**config.mk**
```make
export PLATFORM = sky130hd
export DESIGN_NAME = sprint_cap_ctrl
export DESIGN_NICKNAME = d
export VERILOG_FILES = /design/src/rtl/sprint_cap_pkg.sv /design/src/rtl/sprint_phase_timer.sv /design/src/rtl/sprint_phase_fsm.sv /design/src/rtl/sprint_cap_mux.sv /design/src/rtl/sprint_cap_ctrl.sv
export SDC_FILE = /design/constraint.sdc
export NUM_CORES = 1
export LEC_CHECK = 0
export ABC_CLOCK_PERIOD_IN_PS = 3600
export BUFFER_PORTS_ARGS = -buffer_cell sky130_fd_sc_hd__buf_2
export CAP_MARGIN = 25
export CORE_MARGIN = 2
export CORE_UTILIZATION = 45
export CTS_BUF_LIST = sky130_fd_sc_hd__clkbuf_16
export DETAILED_ROUTE_END_ITERATION = 6
export PLACE_DENSITY = 0.74
export SLEW_MARGIN = 30
export SYNTH_ARGS = -nofsm -noshare
export SYNTH_HDL_FRONTEND = slang
export SYNTH_HIERARCHICAL = 1
export SYNTH_SLANG_ARGS = --single-unit
export TNS_END_PERCENT = 20
```
**constraint.sdc**
```tcl
create_clock -name clk_i -period 3.6 [get_ports clk_i]
set_input_delay 0.54 -clock clk_i [delete_from_list [all_inputs] [get_ports clk_i]]
set_output_delay 0.54 -clock clk_i [all_outputs]
set_load 0.01 [all_outputs]
```
**src/rtl/sprint_cap_pkg.sv**
```systemverilog
package sprint_cap_pkg;
  typedef enum logic [1:0] {
    PH_NORMAL  = 2'd0,
    PH_SPRINT  = 2'd1,
    PH_DRAIN   = 2'd2,
    PH_RECOVER = 2'd3
  } phase_e;
endpackage

```
**src/rtl/sprint_phase_timer.sv**
```systemverilog
module sprint_phase_timer #(
  parameter int unsigned CNT_W = 16
) (
  input  logic             clk_i,
  input  logic             rst_ni,
  input  logic             load_i,
  input  logic [CNT_W-1:0] load_val_i,
  output logic             zero_o
);
  logic [CNT_W-1:0] cnt_q;

  always_ff @(posedge clk_i or negedge rst_ni) begin
    if (!rst_ni)          cnt_q <= '0;
    else if (load_i)      cnt_q <= load_val_i;
    else if (cnt_q != '0) cnt_q <= cnt_q - 1'b1;
  end

  assign zero_o = (cnt_q == '0);
endmodule

```
**src/rtl/sprint_phase_fsm.sv**
```systemverilog
module sprint_phase_fsm
  import sprint_cap_pkg::*;
#(
  parameter int unsigned CNT_W = 16,
  parameter int unsigned CAP_W = 12
) (
  input  logic             clk_i,
  input  logic             rst_ni,
  input  logic             sprint_req_i,
  input  logic             start_ok_i,
  input  logic [CNT_W-1:0] sprint_len_i,
  input  logic [CNT_W-1:0] recover_len_i,
  input  logic [CAP_W-1:0] nominal_cap_i,
  input  logic [CAP_W-1:0] power_meas_i,
  input  logic             timer_zero_i,
  output logic             timer_load_o,
  output logic [CNT_W-1:0] timer_val_o,
  output phase_e           phase_o
);
  phase_e phase_q, phase_d;
  logic   drained;

  assign drained = (power_meas_i <= nominal_cap_i);

  always_comb begin
    phase_d      = phase_q;
    timer_load_o = 1'b0;
    timer_val_o  = '0;
    unique case (phase_q)
      PH_NORMAL: if (sprint_req_i && start_ok_i) begin
        phase_d      = PH_SPRINT;
        timer_load_o = 1'b1;
        timer_val_o  = sprint_len_i - 1'b1;
      end
      PH_SPRINT: if (timer_zero_i) phase_d = PH_DRAIN;
      PH_DRAIN: if (drained) begin
        phase_d      = PH_RECOVER;
        timer_load_o = 1'b1;
        // zero recovery length still costs one cycle
        timer_val_o  = (recover_len_i == '0) ? '0 : recover_len_i - 1'b1;
      end
      PH_RECOVER: if (timer_zero_i) phase_d = PH_NORMAL;
      default: phase_d = PH_NORMAL;
    endcase
  end

  always_ff @(posedge clk_i or negedge rst_ni) begin
    if (!rst_ni) phase_q <= PH_NORMAL;
    else         phase_q <= phase_d;
  end

  assign phase_o = phase_q;
endmodule

```
**src/rtl/sprint_cap_mux.sv**
```systemverilog
module sprint_cap_mux
  import sprint_cap_pkg::*;
#(
  parameter int unsigned CAP_W = 12
) (
  input  phase_e           phase_i,
  input  logic             start_ok_i,
  input  logic [CAP_W-1:0] nominal_cap_i,
  input  logic [CAP_W-1:0] boost_cap_i,
  output logic [CAP_W-1:0] cap_o,
  output logic             pause_o,
  output logic             avail_o
);
  always_comb begin
    cap_o   = nominal_cap_i;
    pause_o = 1'b0;
    avail_o = 1'b0;
    unique case (phase_i)
      PH_NORMAL:  avail_o = start_ok_i;
      PH_SPRINT:  cap_o   = boost_cap_i;
      PH_DRAIN:   pause_o = 1'b1;
      PH_RECOVER: ;
      default:    ;
    endcase
  end
endmodule

```
**src/rtl/sprint_cap_ctrl.sv**
```systemverilog
module sprint_cap_ctrl
  import sprint_cap_pkg::*;
#(
  parameter int unsigned CNT_W = 16,
  parameter int unsigned CAP_W = 12
) (
  input  logic             clk_i,
  input  logic             rst_ni,
  input  logic             sprint_req_i,
  input  logic [CNT_W-1:0] sprint_len_i,
  input  logic [CNT_W-1:0] recover_len_i,
  input  logic [CAP_W-1:0] nominal_cap_i,
  input  logic [CAP_W-1:0] boost_cap_i,
  input  logic [CAP_W-1:0] power_meas_i,
  output logic [CAP_W-1:0] cap_o,
  output logic             pause_o,
  output logic             sprint_avail_o
);
  phase_e           phase;
  logic             start_ok;
  logic             timer_load;
  logic             timer_zero;
  logic [CNT_W-1:0] timer_val;

  assign start_ok = (sprint_len_i != '0) && (recover_len_i != '0);

  sprint_phase_fsm #(.CNT_W(CNT_W), .CAP_W(CAP_W)) u_fsm (
    .clk_i         (clk_i),
    .rst_ni        (rst_ni),
    .sprint_req_i  (sprint_req_i),
    .start_ok_i    (start_ok),
    .sprint_len_i  (sprint_len_i),
    .recover_len_i (recover_len_i),
    .nominal_cap_i (nominal_cap_i),
    .power_meas_i  (power_meas_i),
    .timer_zero_i  (timer_zero),
    .timer_load_o  (timer_load),
    .timer_val_o   (timer_val),
    .phase_o       (phase)
  );

  sprint_phase_timer #(.CNT_W(CNT_W)) u_timer (
    .clk_i      (clk_i),
    .rst_ni     (rst_ni),
    .load_i     (timer_load),
    .load_val_i (timer_val),
    .zero_o     (timer_zero)
  );

  sprint_cap_mux #(.CAP_W(CAP_W)) u_mux (
    .phase_i       (phase),
    .start_ok_i    (start_ok),
    .nominal_cap_i (nominal_cap_i),
    .boost_cap_i   (boost_cap_i),
    .cap_o         (cap_o),
    .pause_o       (pause_o),
    .avail_o       (sprint_avail_o)
  );
endmodule

```
==> metrics.csv, run 1 <==
stage,metric,value,unit
clock_network,TritonCTS Buffers,3,
clock_network,CTS Hold Buffers Added,0,
clock_network,CTS tree,built,
logic_synthesis,Mapped Cells,306,
placement,post-DP HPWL,5600,µm
timing,Final Hold Slack,218,ps
final_layout,n_diodes,0,
final_layout,Area Overhead vs Synth,19.9,%
timing,final count of hold timing violations,0,
power,leakage,1.45,nW
critical_path,Startpoint Class,register,
placement,gpl congestion,0.924,
floorplanning,I/O pins,85,
critical_path,Worst EP required,3780,ps
routing,Highest Signal Layer,met4,
clock_network,# H-tree levels,1,
clock_network,"Clk pin slew, worst setup/hold paths",50,ps
placement,Buffers on Ports,84,
timing,final slew viol count,0,
routing,met2 wire length,3300,µm
logic_synthesis,number of flops mapped to enable cells by yosys,0,
logic_synthesis,XOR/XNOR Fraction of Synth Area,11.3,%
clock_network,clk sink count,18,
timing,Final Cycle Share,83.1,%
floorplanning,die footprint,6670,µm²
logic_synthesis,async set-reset flop share out of synthesis,100,%
timing,Setup Skew,2.98,ps
logic_synthesis,Yosys warning count,6,
logic_synthesis,Synth Area in Compound Gates,18.7,%
final_layout,design area,3250,µm²
clock_network,CTS root buf,clkbuf_16,
routing,met3 wire len,510,µm
critical_path,R2R depth,10,
timing,setup ws final,609,ps
timing,Least-Margin Pin Slew,593,ps
routing,post-route ant nets,0,
routing,Vias,2636,
status,status,completed,
clock_network,Bufs on Longest Clock Path,2,
logic_synthesis,main flop type after synthesis,dfrtp_1,
floorplanning,row cnt,28,
critical_path,crit path max fanout,5,
logic_synthesis,"Distinct cells, synth",61,
routing,drt total wl,6750,µm
final_layout,area of the multi-input gates,2100,µm²
power,Power Dens Cells,564,nW/µm²
global_routing,antenna violations before repair,0,
critical_path,CP Class,reg2reg,
logic_synthesis,Synth Area in Simple Gates,29.0,%
power,Worst VDD drop,0.316,mV
timing,Final min period,2990,ps
global_routing,first-pass GRT wire length,11300,µm
floorplanning,Die Y,81.7,µm
final_layout,non-filler instance count after layout,462,
global_routing,GR Util All Layers,21.2,%
logic_synthesis,Mapped Area,2710,µm²
logic_synthesis,multiplexer share of the synthesized area,9.73,%
placement,"Cell Area, Placed",3180,µm²
timing,fmax,0.334,GHz
logic_synthesis,Synth Area in Adders,8.76,%
routing,DRC errors left,0,
logic_synthesis,syn_nets,396,
global_routing,vias in the first global route,2562,
routing,DR WL/cell,14.6,µm
timing,setup TNS,0,ps
placement,Placed Cells incl. Taps,459,
logic_synthesis,"Avg Cell Area, Syn",8.87,µm²
routing,Pre-antenna DRT Iters,4,
timing,setup repair after global routing missed its margin,no,
routing,met1 WL,2850,µm
clock_network,number of post-CTS setup repair buffers,0,
final_layout,share of cells above drive strength 1,35.1,%
clock_network,Post-CTS Resized,0,
final_layout,Storage cell area,450,µm²
placement,Place WS,617,ps
final_layout,final net count,479,
global_routing,largest net degree at the start of global routing,19,
run,Max Cap Viol,0,
routing,Initial DRC Count,116,
critical_path,Critical Path AT,3170,ps
global_routing,grt total ovfl,0,
logic_synthesis,largest family of logic cells by synthesized area,simple AND/OR/NAND/NOR gates,
timing,Final setup viols,0,
clock_network,clk_lat worst skew,250,ps
final_layout,fillers,578,
logic_synthesis,synthesized flop and latch total,18,
floorplanning,core footprint,5890,µm²
floorplanning,die width,81.7,µm
critical_path,Worst Setup End Kind,register,
routing,vias per inst,5.71,
floorplanning,starting density of the core,46.1,%
logic_synthesis,sequential share of the synthesized area,16.6,%
min_path,HP Class,in2async,
timing,relative slew slack,60.1,%
-- worst paths after layout --
| check | from | end | slack [ps] |
|---|---|---|---|
| setup / recovery | u_timer/cnt_q[0] | u_fsm/phase_o[0] | 610 |
| hold / removal | rst_ni | u_timer/cnt_q[14] | 220 |
| setup reg to reg | u_timer/cnt_q[0] | u_fsm/phase_o[0] | 610 |
| hold reg to reg | u_timer/cnt_q[5] | u_timer/cnt_q[5] | 650 |
| max in group asynchronous | rst_ni | u_timer/cnt_q[2] | 3100 |
| min in group clk_i | u_timer/cnt_q[5] | u_timer/cnt_q[5] | 650 |
-- kinds of logic after synthesis --
family | after synthesis
buf+inv | 32
xor+xnor | 35
simple gates | 125
compound gates | 56
mux | 21
flops | 18
fa+ha+maj | 19
-- per-stage QoR --
| step | power (W) | utilization, % |
|---|---|---|
| floorplan | 0.00133 | - |
| global placement | 0.00158 | 54.0 |
| detailed placement | 0.00161 | 54.0 |
| CTS | 0.00184 | 55.3 |
| global route | 0.00200 | 55.3 |
| finish | 0.00184 | 55.3 |
-- cell usage in the layout (no fill, tap or decap), types with 10 or more instances in the layout --
cell type | Yosys | final
buf_2 | 1 | 84
nor2_1 | 27 | 27
xnor2_1 | 23 | 23
inv_1 | 22 | 22
nand2_1 | 21 | 21
ha_1 | 19 | 19
dfrtp_1 | 18 | 18
nor4_1 | 12 | 12
xor2_1 | 12 | 12
o32ai_2 | 11 | 11
nor3_1 | 10 | 10
mux2_4 | 10 | 10
-- Yosys cell counts (2+ instances only) --
master,number,share of area (%)
and3_1,2,0.46
mux2_2,3,1.2
o21a_1,2,0.55
nor2_1,27,3.7
clkbuf_1,6,0.83
nand2b_1,4,0.92
o32ai_1,5,1.6
xnor2_1,23,7.4
nand2_1,21,2.9
xor2_1,12,3.9
dfrtp_1,18,17
o2111ai_1,2,0.65
a21oi_1,8,1.5
mux2_4,10,5.5
nor3_1,10,1.8
o211ai_1,2,0.55
nand4_1,6,1.4
or3_1,5,1.2
nor4_2,5,2.3
inv_1,22,3.0
or4_1,3,0.83
or4_4,2,0.83
nor2b_1,3,0.69
o21ai_0,4,0.74
a211o_1,3,0.97
a21o_1,2,0.55
nand3b_1,2,0.55
mux2i_1,8,3.0
o21ai_1,4,0.74
buf_12,2,1.5
nand3_1,5,0.92
ha_1,19,8.8
o31ai_1,4,1.1
nor4_1,12,2.8
o32ai_2,11,6.6
o31a_1,2,0.65
nor3b_1,3,0.83
-- report_power, final --
| group | leakage (nW) | switching [W] | total [W] | internal (W) |
|---|---|---|---|---|
| combinational | 1.19 | 0.000631 | 0.00120 | 0.000572 |
| clock | 0.0370 | 0.0000688 | 0.000215 | 0.000146 |
| sequential | 0.226 | 0.000119 | 0.000417 | 0.000298 |
-- critical path, cell delays in order (launching register included) --
cell,delay [ps]
dfrtp_1,400
inv_1,110
ha_1,220
or4b_4,530
or4_4,450
nor4b_4,310
o21ba_2,200
a21oi_1,230
o21ai_0,150
a21oi_1,170
o41a_1,160
-- flip-flops by register name, summed over array words and instances, names as in the netlist --
name,count
u_fsm/phase_o,2
u_timer/cnt_q,16
-- per-layer routing --
| metal | track usage (%) | vias to the layer above |
|---|---|---|
| li1 | - | 1303 |
| met1 | 25.8 | 1215 |
| met2 | 39.0 | 110 |
| met3 | 3.41 | 8 |
| met4 | 5.17 | 0 |
| met5 | 0 | - |
-- cell type report --
type,instances,share of cell area (%)
Multi-Input combinational cell,256,64.6
Sequential cell,18,13.8
Timing Repair Buffer,88,13.8
Tap cell,75,2.88
Inverter,22,2.54
Clock buffer,3,2.31
Power figures use the tool's default switching activity.
==> run 2: changes to the inputs <==
--- a/config.mk
+++ b/config.mk
@@ -5,7 +5,7 @@
 export SDC_FILE = /design/constraint.sdc
 export NUM_CORES = 1
 export LEC_CHECK = 0
-export ABC_CLOCK_PERIOD_IN_PS = 3600
+export ABC_CLOCK_PERIOD_IN_PS = 2960
 export BUFFER_PORTS_ARGS = -buffer_cell sky130_fd_sc_hd__buf_2
 export CAP_MARGIN = 25
 export CORE_MARGIN = 2
==> constraint.sdc (replaced) <==
create_clock -name clk_i -period 2.96 [get_ports clk_i]
set_input_delay 0.444 -clock clk_i [delete_from_list [all_inputs] [get_ports clk_i]]
set_output_delay 0.444 -clock clk_i [all_outputs]
set_load 0.01 [all_outputs]
==> run 2 against run 1 <==
Effect of this change:
- maximum frequency is 5.6% higher
- critical path depth stayed put
- via count is 0.64% lower
- global-route usage is 0.24 points lower
- first-iteration DRC count is 15% lower
- largest cell class unchanged
- sequential power is 22% higher
- routed wire length is 0.96% higher
- worst hold slack worse by 90 ps
- combinational power is 24% higher
- critical endpoint unchanged
- worst setup slack worse by 480 ps
- die area stayed put
- non-clock buffer count is 1 higher
==> metrics.csv, run 2 (synthesis results as in run 1) <==
stage,metric,value,unit,change
critical_path,crit path max fanout,5,,unchanged
critical_path,Worst path slowest cell,or4b_4,,
placement,Buffers on Ports,84,,unchanged
timing,Final min period,2830,ps,-159 ps
final_layout,n_diodes,0,,unchanged
critical_path,CP Cell Sequence,inv_2 > ha_2 > or4b_4 > or4_4 > nor4b_4 > o21ba_2 > a21oi_4 > o21ai_1 > a21oi_2 > o41a_1,,
critical_path,CP top delay family,simple AND/OR/NAND/NOR gates,,
global_routing,grt met3 use,3.19,%,-0.22 points
timing,Least-Margin Pin Slew,570,ps,-22.8 ps
global_routing,GR Util met1,26.2,%,+0.46 points
min_path,HP Class,in2async,,
timing,Final setup viols,0,,unchanged
timing,final slew viol count,0,,unchanged
run,Max Cap Viol,0,,unchanged
global_routing,M2 GR Usage,37.6,%,-1.4 points
final_layout,design area,3280,µm²,+0.88%
critical_path,Buf/Inv on CP,1,,unchanged
floorplanning,die width,81.7,µm,unchanged
clock_network,CTS Hold Buffers Added,0,,unchanged
routing,post-route ant nets,0,,unchanged
floorplanning,I/O pins,85,,unchanged
power,Switching Share,44.7,%,+0.066 points
global_routing,busiest grt layer,met2,,
critical_path,Startpoint Class,register,,
critical_path,Worst EP required,3150,ps,-630 ps
clock_network,TritonCTS Buffers,3,,unchanged
critical_path,Worst path depth,10,,unchanged
placement,gpl congestion,0.910,,-1.6%
routing,Vias,2619,,-0.64%
floorplanning,core footprint,5890,µm²,unchanged
power,Power Dens Cells,689,nW/µm²,+22%
power,clock group share of total power,11.8,%,about the same
floorplanning,starting density of the core,46.1,%,unchanged
critical_path,CP Class,reg2reg,,
power,Combinational Power Share,65.7,%,about the same
timing,fmax,0.353,GHz,+5.6%
routing,vias per inst,5.64,,-1.1%
critical_path,R2R depth,10,,unchanged
placement,post-DP HPWL,5480,µm,-2.1%
power,Worst VDD drop,0.411,mV,+30%
clock_network,clk_lat worst skew,250,ps,about the same
final_layout,share of cells above drive strength 1,36.2,%,+1.1 points
final_layout,fillers,558,,-3.5%
clock_network,CTS root buf,clkbuf_16,,
timing,relative slew slack,61.6,%,+1.5 points
timing,Setup Skew,2.23,ps,-0.756 ps
routing,Pre-antenna DRT Iters,5,,+1
power,Total Power,0.00226,W,+23%
clock_network,"Clk pin slew, worst setup/hold paths",50,ps,about the same
global_routing,grt total ovfl,0,,unchanged
routing,drt total wl,6810,µm,+0.96%
global_routing,vias in the first global route,2454,,-4.2%
clock_network,Bufs on Longest Clock Path,2,,unchanged
routing,DRC errors left,0,,unchanged
final_layout,final net count,480,,+0.21%
routing,Initial DRC Count,99,,-15%
floorplanning,row cnt,28,,unchanged
floorplanning,Die Y,81.7,µm,unchanged
clock_network,CTS tree,built,,
critical_path,Critical Path AT,3020,ps,-150 ps
global_routing,antenna violations before repair,0,,unchanged
status,status,completed,,
power,net switching power,0.00101,W,+23%
final_layout,Area Overhead vs Synth,21.0,%,
power,Internal Pwr Total,0.00125,W,+23%
global_routing,GR Util All Layers,21.0,%,-0.24 points
power,Sequential Power Share,22.5,%,-0.2 points
final_layout,max reg flops,16,,unchanged
timing,final count of hold timing violations,0,,unchanged
critical_path,Worst Setup End Kind,register,,
global_routing,largest net degree at the start of global routing,19,,unchanged
clock_network,# H-tree levels,1,,unchanged
floorplanning,die footprint,6670,µm²,unchanged
global_routing,first-pass GRT wire length,11000,µm,-2.7%
critical_path,CP max stage delay,510,ps,-20 ps
clock_network,clk sink count,18,,unchanged
final_layout,largest reg by FF count,u_timer/cnt_q,,
final_layout,"commonest non-fill, non-tap cell in the layout",buf_2,,
placement,"Cell Area, Placed",3190,µm²,+0.24%
routing,DR WL/cell,14.7,µm,+0.53%
timing,Final Cycle Share,95.7,%,+13 points
final_layout,most frequent cells in the layout,"buf_2, nor2_1, xnor2_1",,
power,leakage,1.46,nW,+0.47%
## run 2: cell count changes in the layout (fill, tap and decap cells not counted)
| cell | previous run | this run |
|---|---|---|
| ha_2 | 0 | 1 |
| inv_2 | 0 | 1 |
| a21oi_4 | 0 | 1 |
| buf_4 | 4 | 5 |
| o21ai_0 | 4 | 3 |
| a21oi_2 | 0 | 1 |
| clkinv_1 | 0 | 1 |
| o21ai_1 | 4 | 5 |
| a21oi_1 | 8 | 6 |
| ha_1 | 19 | 18 |
| inv_1 | 22 | 21 |
## run 2: repair_timing
action | in CTS | in global routing
pin swaps | 0 | 1
hold endpoints to repair | 0 | 0
endpoints found under the setup margin | 1 | 1
gates resized for setup | 1 | 5
cloned | 0 | 0
buffers inserted | 0 | 0
## run 2: power by group through the flow
stage               Clock, W  Combinational [W]  Sequential, W
detailed placement         0            0.00145       0.000506
global placement           0            0.00141       0.000503
global route        0.000288            0.00165       0.000531
finish              0.000268            0.00149       0.000509
floorplan                  0            0.00115       0.000466
CTS                 0.000277            0.00146       0.000505
## run 2: area by class of cell
type | instances | area [µm²] | share of cell area [%]
inverters | 22 | 82.6 | 2.52
well taps | 75 | 93.8 | 2.86
flip-flops and latches | 18 | 450 | 13.7
clock inverters | 1 | 3.75 | 0.114
multi-input cells | 256 | 2120 | 64.6
clock buffers | 3 | 75.1 | 2.29
repair buffers | 89 | 458 | 13.9
## run 2: final timing paths
| check | from | to | slack, ps |
|---|---|---|---|
| setup / recovery | u_timer/cnt_q[0] | u_fsm/phase_o[0] | 130 |
| hold / removal | rst_ni | u_timer/cnt_q[5] | 130 |
| setup reg to reg | u_timer/cnt_q[0] | u_fsm/phase_o[0] | 130 |
| hold reg to reg | u_timer/cnt_q[14] | u_timer/cnt_q[14] | 590 |
| max in group asynchronous | rst_ni | u_timer/cnt_q[13] | 2540 |
| min in group clk_i | sprint_len_i[0] | u_timer/cnt_q[0] | 580 |
## run 2: per-layer routing
| metal | wire (µm) | share of wire (%) |
|---|---|---|
| met1 | 2880 | 42 |
| met2 | 3370 | 49 |
| met3 | 450 | 6.6 |
| met4 | 110 | 1.6 |
| met5 | 0 | 0 |
## run 2: per-stage QoR
stage	cells	setup TNS [ps]	setup WS, ps	hold WS [ps]	util, %
floorplan	306	0	127	148	-
global placement	460	0	172	410	54.1
detailed placement	460	0	11.7	412	54.1
CTS	464	0	96.1	143	55.5
global route	464	-15.1	-15.1	155	55.8
finish	464	0	128	128	55.8
==> run 3: changes to the inputs <==
--- a/config.mk
+++ b/config.mk
@@ -13,6 +13,7 @@
 export CTS_BUF_LIST = sky130_fd_sc_hd__clkbuf_16
 export DETAILED_ROUTE_END_ITERATION = 6
 export PLACE_DENSITY = 0.74
+export REMOVE_ABC_BUFFERS = 1
 export SLEW_MARGIN = 30
 export SYNTH_ARGS = -nofsm -noshare
 export SYNTH_HDL_FRONTEND = slang
==> run 3 against run 2 <==
Effect of this change:
- cell area barely moved
- utilization is essentially flat
- non-clock buffer count is the same
- clock skew about the same
- critical endpoint unchanged
- largest power group unchanged
- highest routed layer unchanged
==> metrics.csv, run 3 (synthesis results as in run 1) <==
stage,metric,value,unit,change
global_routing,first-pass GRT wire length,11100,µm,+0.69%
placement,gpl congestion,0.913,,+0.33%
routing,Pre-antenna DRT Iters,4,,-1
routing,post-route ant nets,0,,unchanged
final_layout,fillers,564,,+1.1%
final_layout,max reg flops,16,,unchanged
min_path,HP Class,in2async,,
final_layout,"commonest non-fill, non-tap cell in the layout",buf_2,,
final_layout,final net count,480,,unchanged
timing,Final Cycle Share,94.2,%,-1.5 points
critical_path,CP Class,reg2reg,,
final_layout,non-filler instance count after layout,464,,unchanged
global_routing,GR Util All Layers,21.0,%,+0.028 points
critical_path,crit path max fanout,5,,unchanged
clock_network,clk_lat worst skew,250,ps,about the same
final_layout,most frequent cells in the layout,"buf_2, nor2_1, xnor2_1",,
global_routing,antenna violations before repair,0,,unchanged
power,Worst VDD drop,0.443,mV,+7.7%
placement,Place WS,48.5,ps,+36.8 ps
timing,fmax,0.359,GHz,+1.6%
floorplanning,core footprint,5890,µm²,unchanged
floorplanning,row cnt,28,,unchanged
power,leakage,1.46,nW,+0.18%
timing,Final setup viols,0,,unchanged
run,Max Cap Viol,0,,unchanged
timing,relative slew slack,57.9,%,-3.8 points
final_layout,largest reg by FF count,u_timer/cnt_q,,
critical_path,Critical Path AT,2970,ps,-50 ps
timing,Least-Margin Pin Slew,626,ps,+56.2 ps
clock_network,TritonCTS Buffers,3,,unchanged
final_layout,n_diodes,0,,unchanged
power,Power Dens Cells,690,nW/µm²,+0.18%
clock_network,"Clk pin slew, worst setup/hold paths",50,ps,about the same
clock_network,CTS Hold Buffers Added,0,,unchanged
timing,Final min period,2790,ps,-45.6 ps
clock_network,# H-tree levels,1,,unchanged
placement,Buffers on Ports,84,,unchanged
floorplanning,die footprint,6670,µm²,unchanged
global_routing,largest net degree at the start of global routing,19,,unchanged
final_layout,share of cells above drive strength 1,36.0,%,-0.26 points
critical_path,Worst EP required,3150,ps,about the same
final_layout,"Core Util, Final",55.8,%,about the same
routing,Vias,2633,,+0.53%
routing,drt total wl,6710,µm,-1.6%
power,Total Power,0.00227,W,+0.25%
clock_network,CTS root buf,clkbuf_16,,
global_routing,grt total ovfl,0,,unchanged
timing,setup repair after global routing missed its margin,no,,
timing,final count of hold timing violations,0,,unchanged
critical_path,Startpoint Class,register,,
global_routing,vias in the first global route,2412,,-1.7%
routing,vias per inst,5.67,,+0.53%
placement,post-DP HPWL,5460,µm,-0.34%
placement,Placed Cells incl. Taps,460,,unchanged
timing,setup ws final,173,ps,+45.6 ps
floorplanning,starting density of the core,46.1,%,unchanged
final_layout,design area,3290,µm²,about the same
floorplanning,I/O pins,85,,unchanged
routing,DR WL/cell,14.5,µm,-1.6%
routing,DRC errors left,0,,unchanged
timing,Setup Skew,2.39,ps,+0.167 ps
routing,Initial DRC Count,101,,+2.0%
critical_path,Worst Setup End Kind,register,,
floorplanning,Die Y,81.7,µm,unchanged
placement,"Cell Area, Placed",3190,µm²,unchanged
floorplanning,die width,81.7,µm,unchanged
timing,final slew viol count,0,,unchanged
final_layout,Area Overhead vs Synth,21.1,%,about the same
clock_network,Bufs on Longest Clock Path,2,,unchanged
clock_network,number of post-CTS setup repair buffers,0,,unchanged
clock_network,clk sink count,18,,unchanged
clock_network,CTS tree,built,,
status,status,completed,,
==> run 3: cell counts in the layout (fill, tap and decap cells not counted) <==
No cell type changed its count.
==> run 3: final cells by class <==
| cell class | instances | area, µm² | area share (%) |
|---|---|---|---|
| clock buffer | 3 | 75.1 | 2.28 |
| clock inverter | 1 | 3.75 | 0.114 |
| inverter | 22 | 82.6 | 2.51 |
| multi-input combinational | 256 | 2120 | 64.6 |
| sequential | 18 | 450 | 13.7 |
| tap | 75 | 93.8 | 2.86 |
| timing repair buffer | 89 | 458 | 13.9 |
==> run 3: power by group <==
group | leakage (nW) | internal (W) | total, W | switching [W]
sequential | 0.226 | 0.000362 | 0.000513 | 0.000151
combinational | 1.19 | 0.000716 | 0.00148 | 0.000767
clock | 0.0385 | 0.000180 | 0.000272 | 0.0000921
total | 1.46 | 0.00126 | 0.00227 | 0.00101
==> run 3: what timing repair did <==
action	4_1_cts	5_1_grt
hold endpoints to repair	0	0
setup endpoints to repair	0	2
resized for setup	0	5
==> run 3: worst max-delay path, stage by stage, from the launching register on <==
cell and delay, ps:
dfrtp_1 410, inv_2 90, ha_2 190, or4b_4 510, or4_4 450, nor4b_4 310, o21ba_4 200, a21oi_4 140
o21ai_0 110, a21oi_1 150, o41a_1 160
==> run 3: final timing paths <==
check	startpoint	endpoint	slack, ps	depth (start not counted)
max	u_timer/cnt_q[0]	u_fsm/phase_o[0]	170	10
min in group clk_i	sprint_len_i[0]	u_timer/cnt_q[0]	590	4
min reg2reg	u_timer/cnt_q[14]	u_timer/cnt_q[14]	600	2
max in group asynchronous	rst_ni	u_timer/cnt_q[13]	2540	1
max reg2reg	u_timer/cnt_q[0]	u_fsm/phase_o[0]	170	10
min	rst_ni	u_timer/cnt_q[10]	120	1
==> run 3: per-layer routing <==
layer  track usage (%)  vias up  wire (µm)
li1                  -     1313          -
met3              3.96        8        435
met2              38.3       91       3250
met5                 0        -          0
met1              25.6     1221       2930
met4              4.67        0         94
==> run 3: through the flow <==
step | hold slack, ps | TNS [ps]
after floorplan | 148 | -474
after global placement | 405 | 0
after detailed placement | 414 | 0
after CTS | 143 | 0
after global routing | 171 | 0
final | 122 | 0
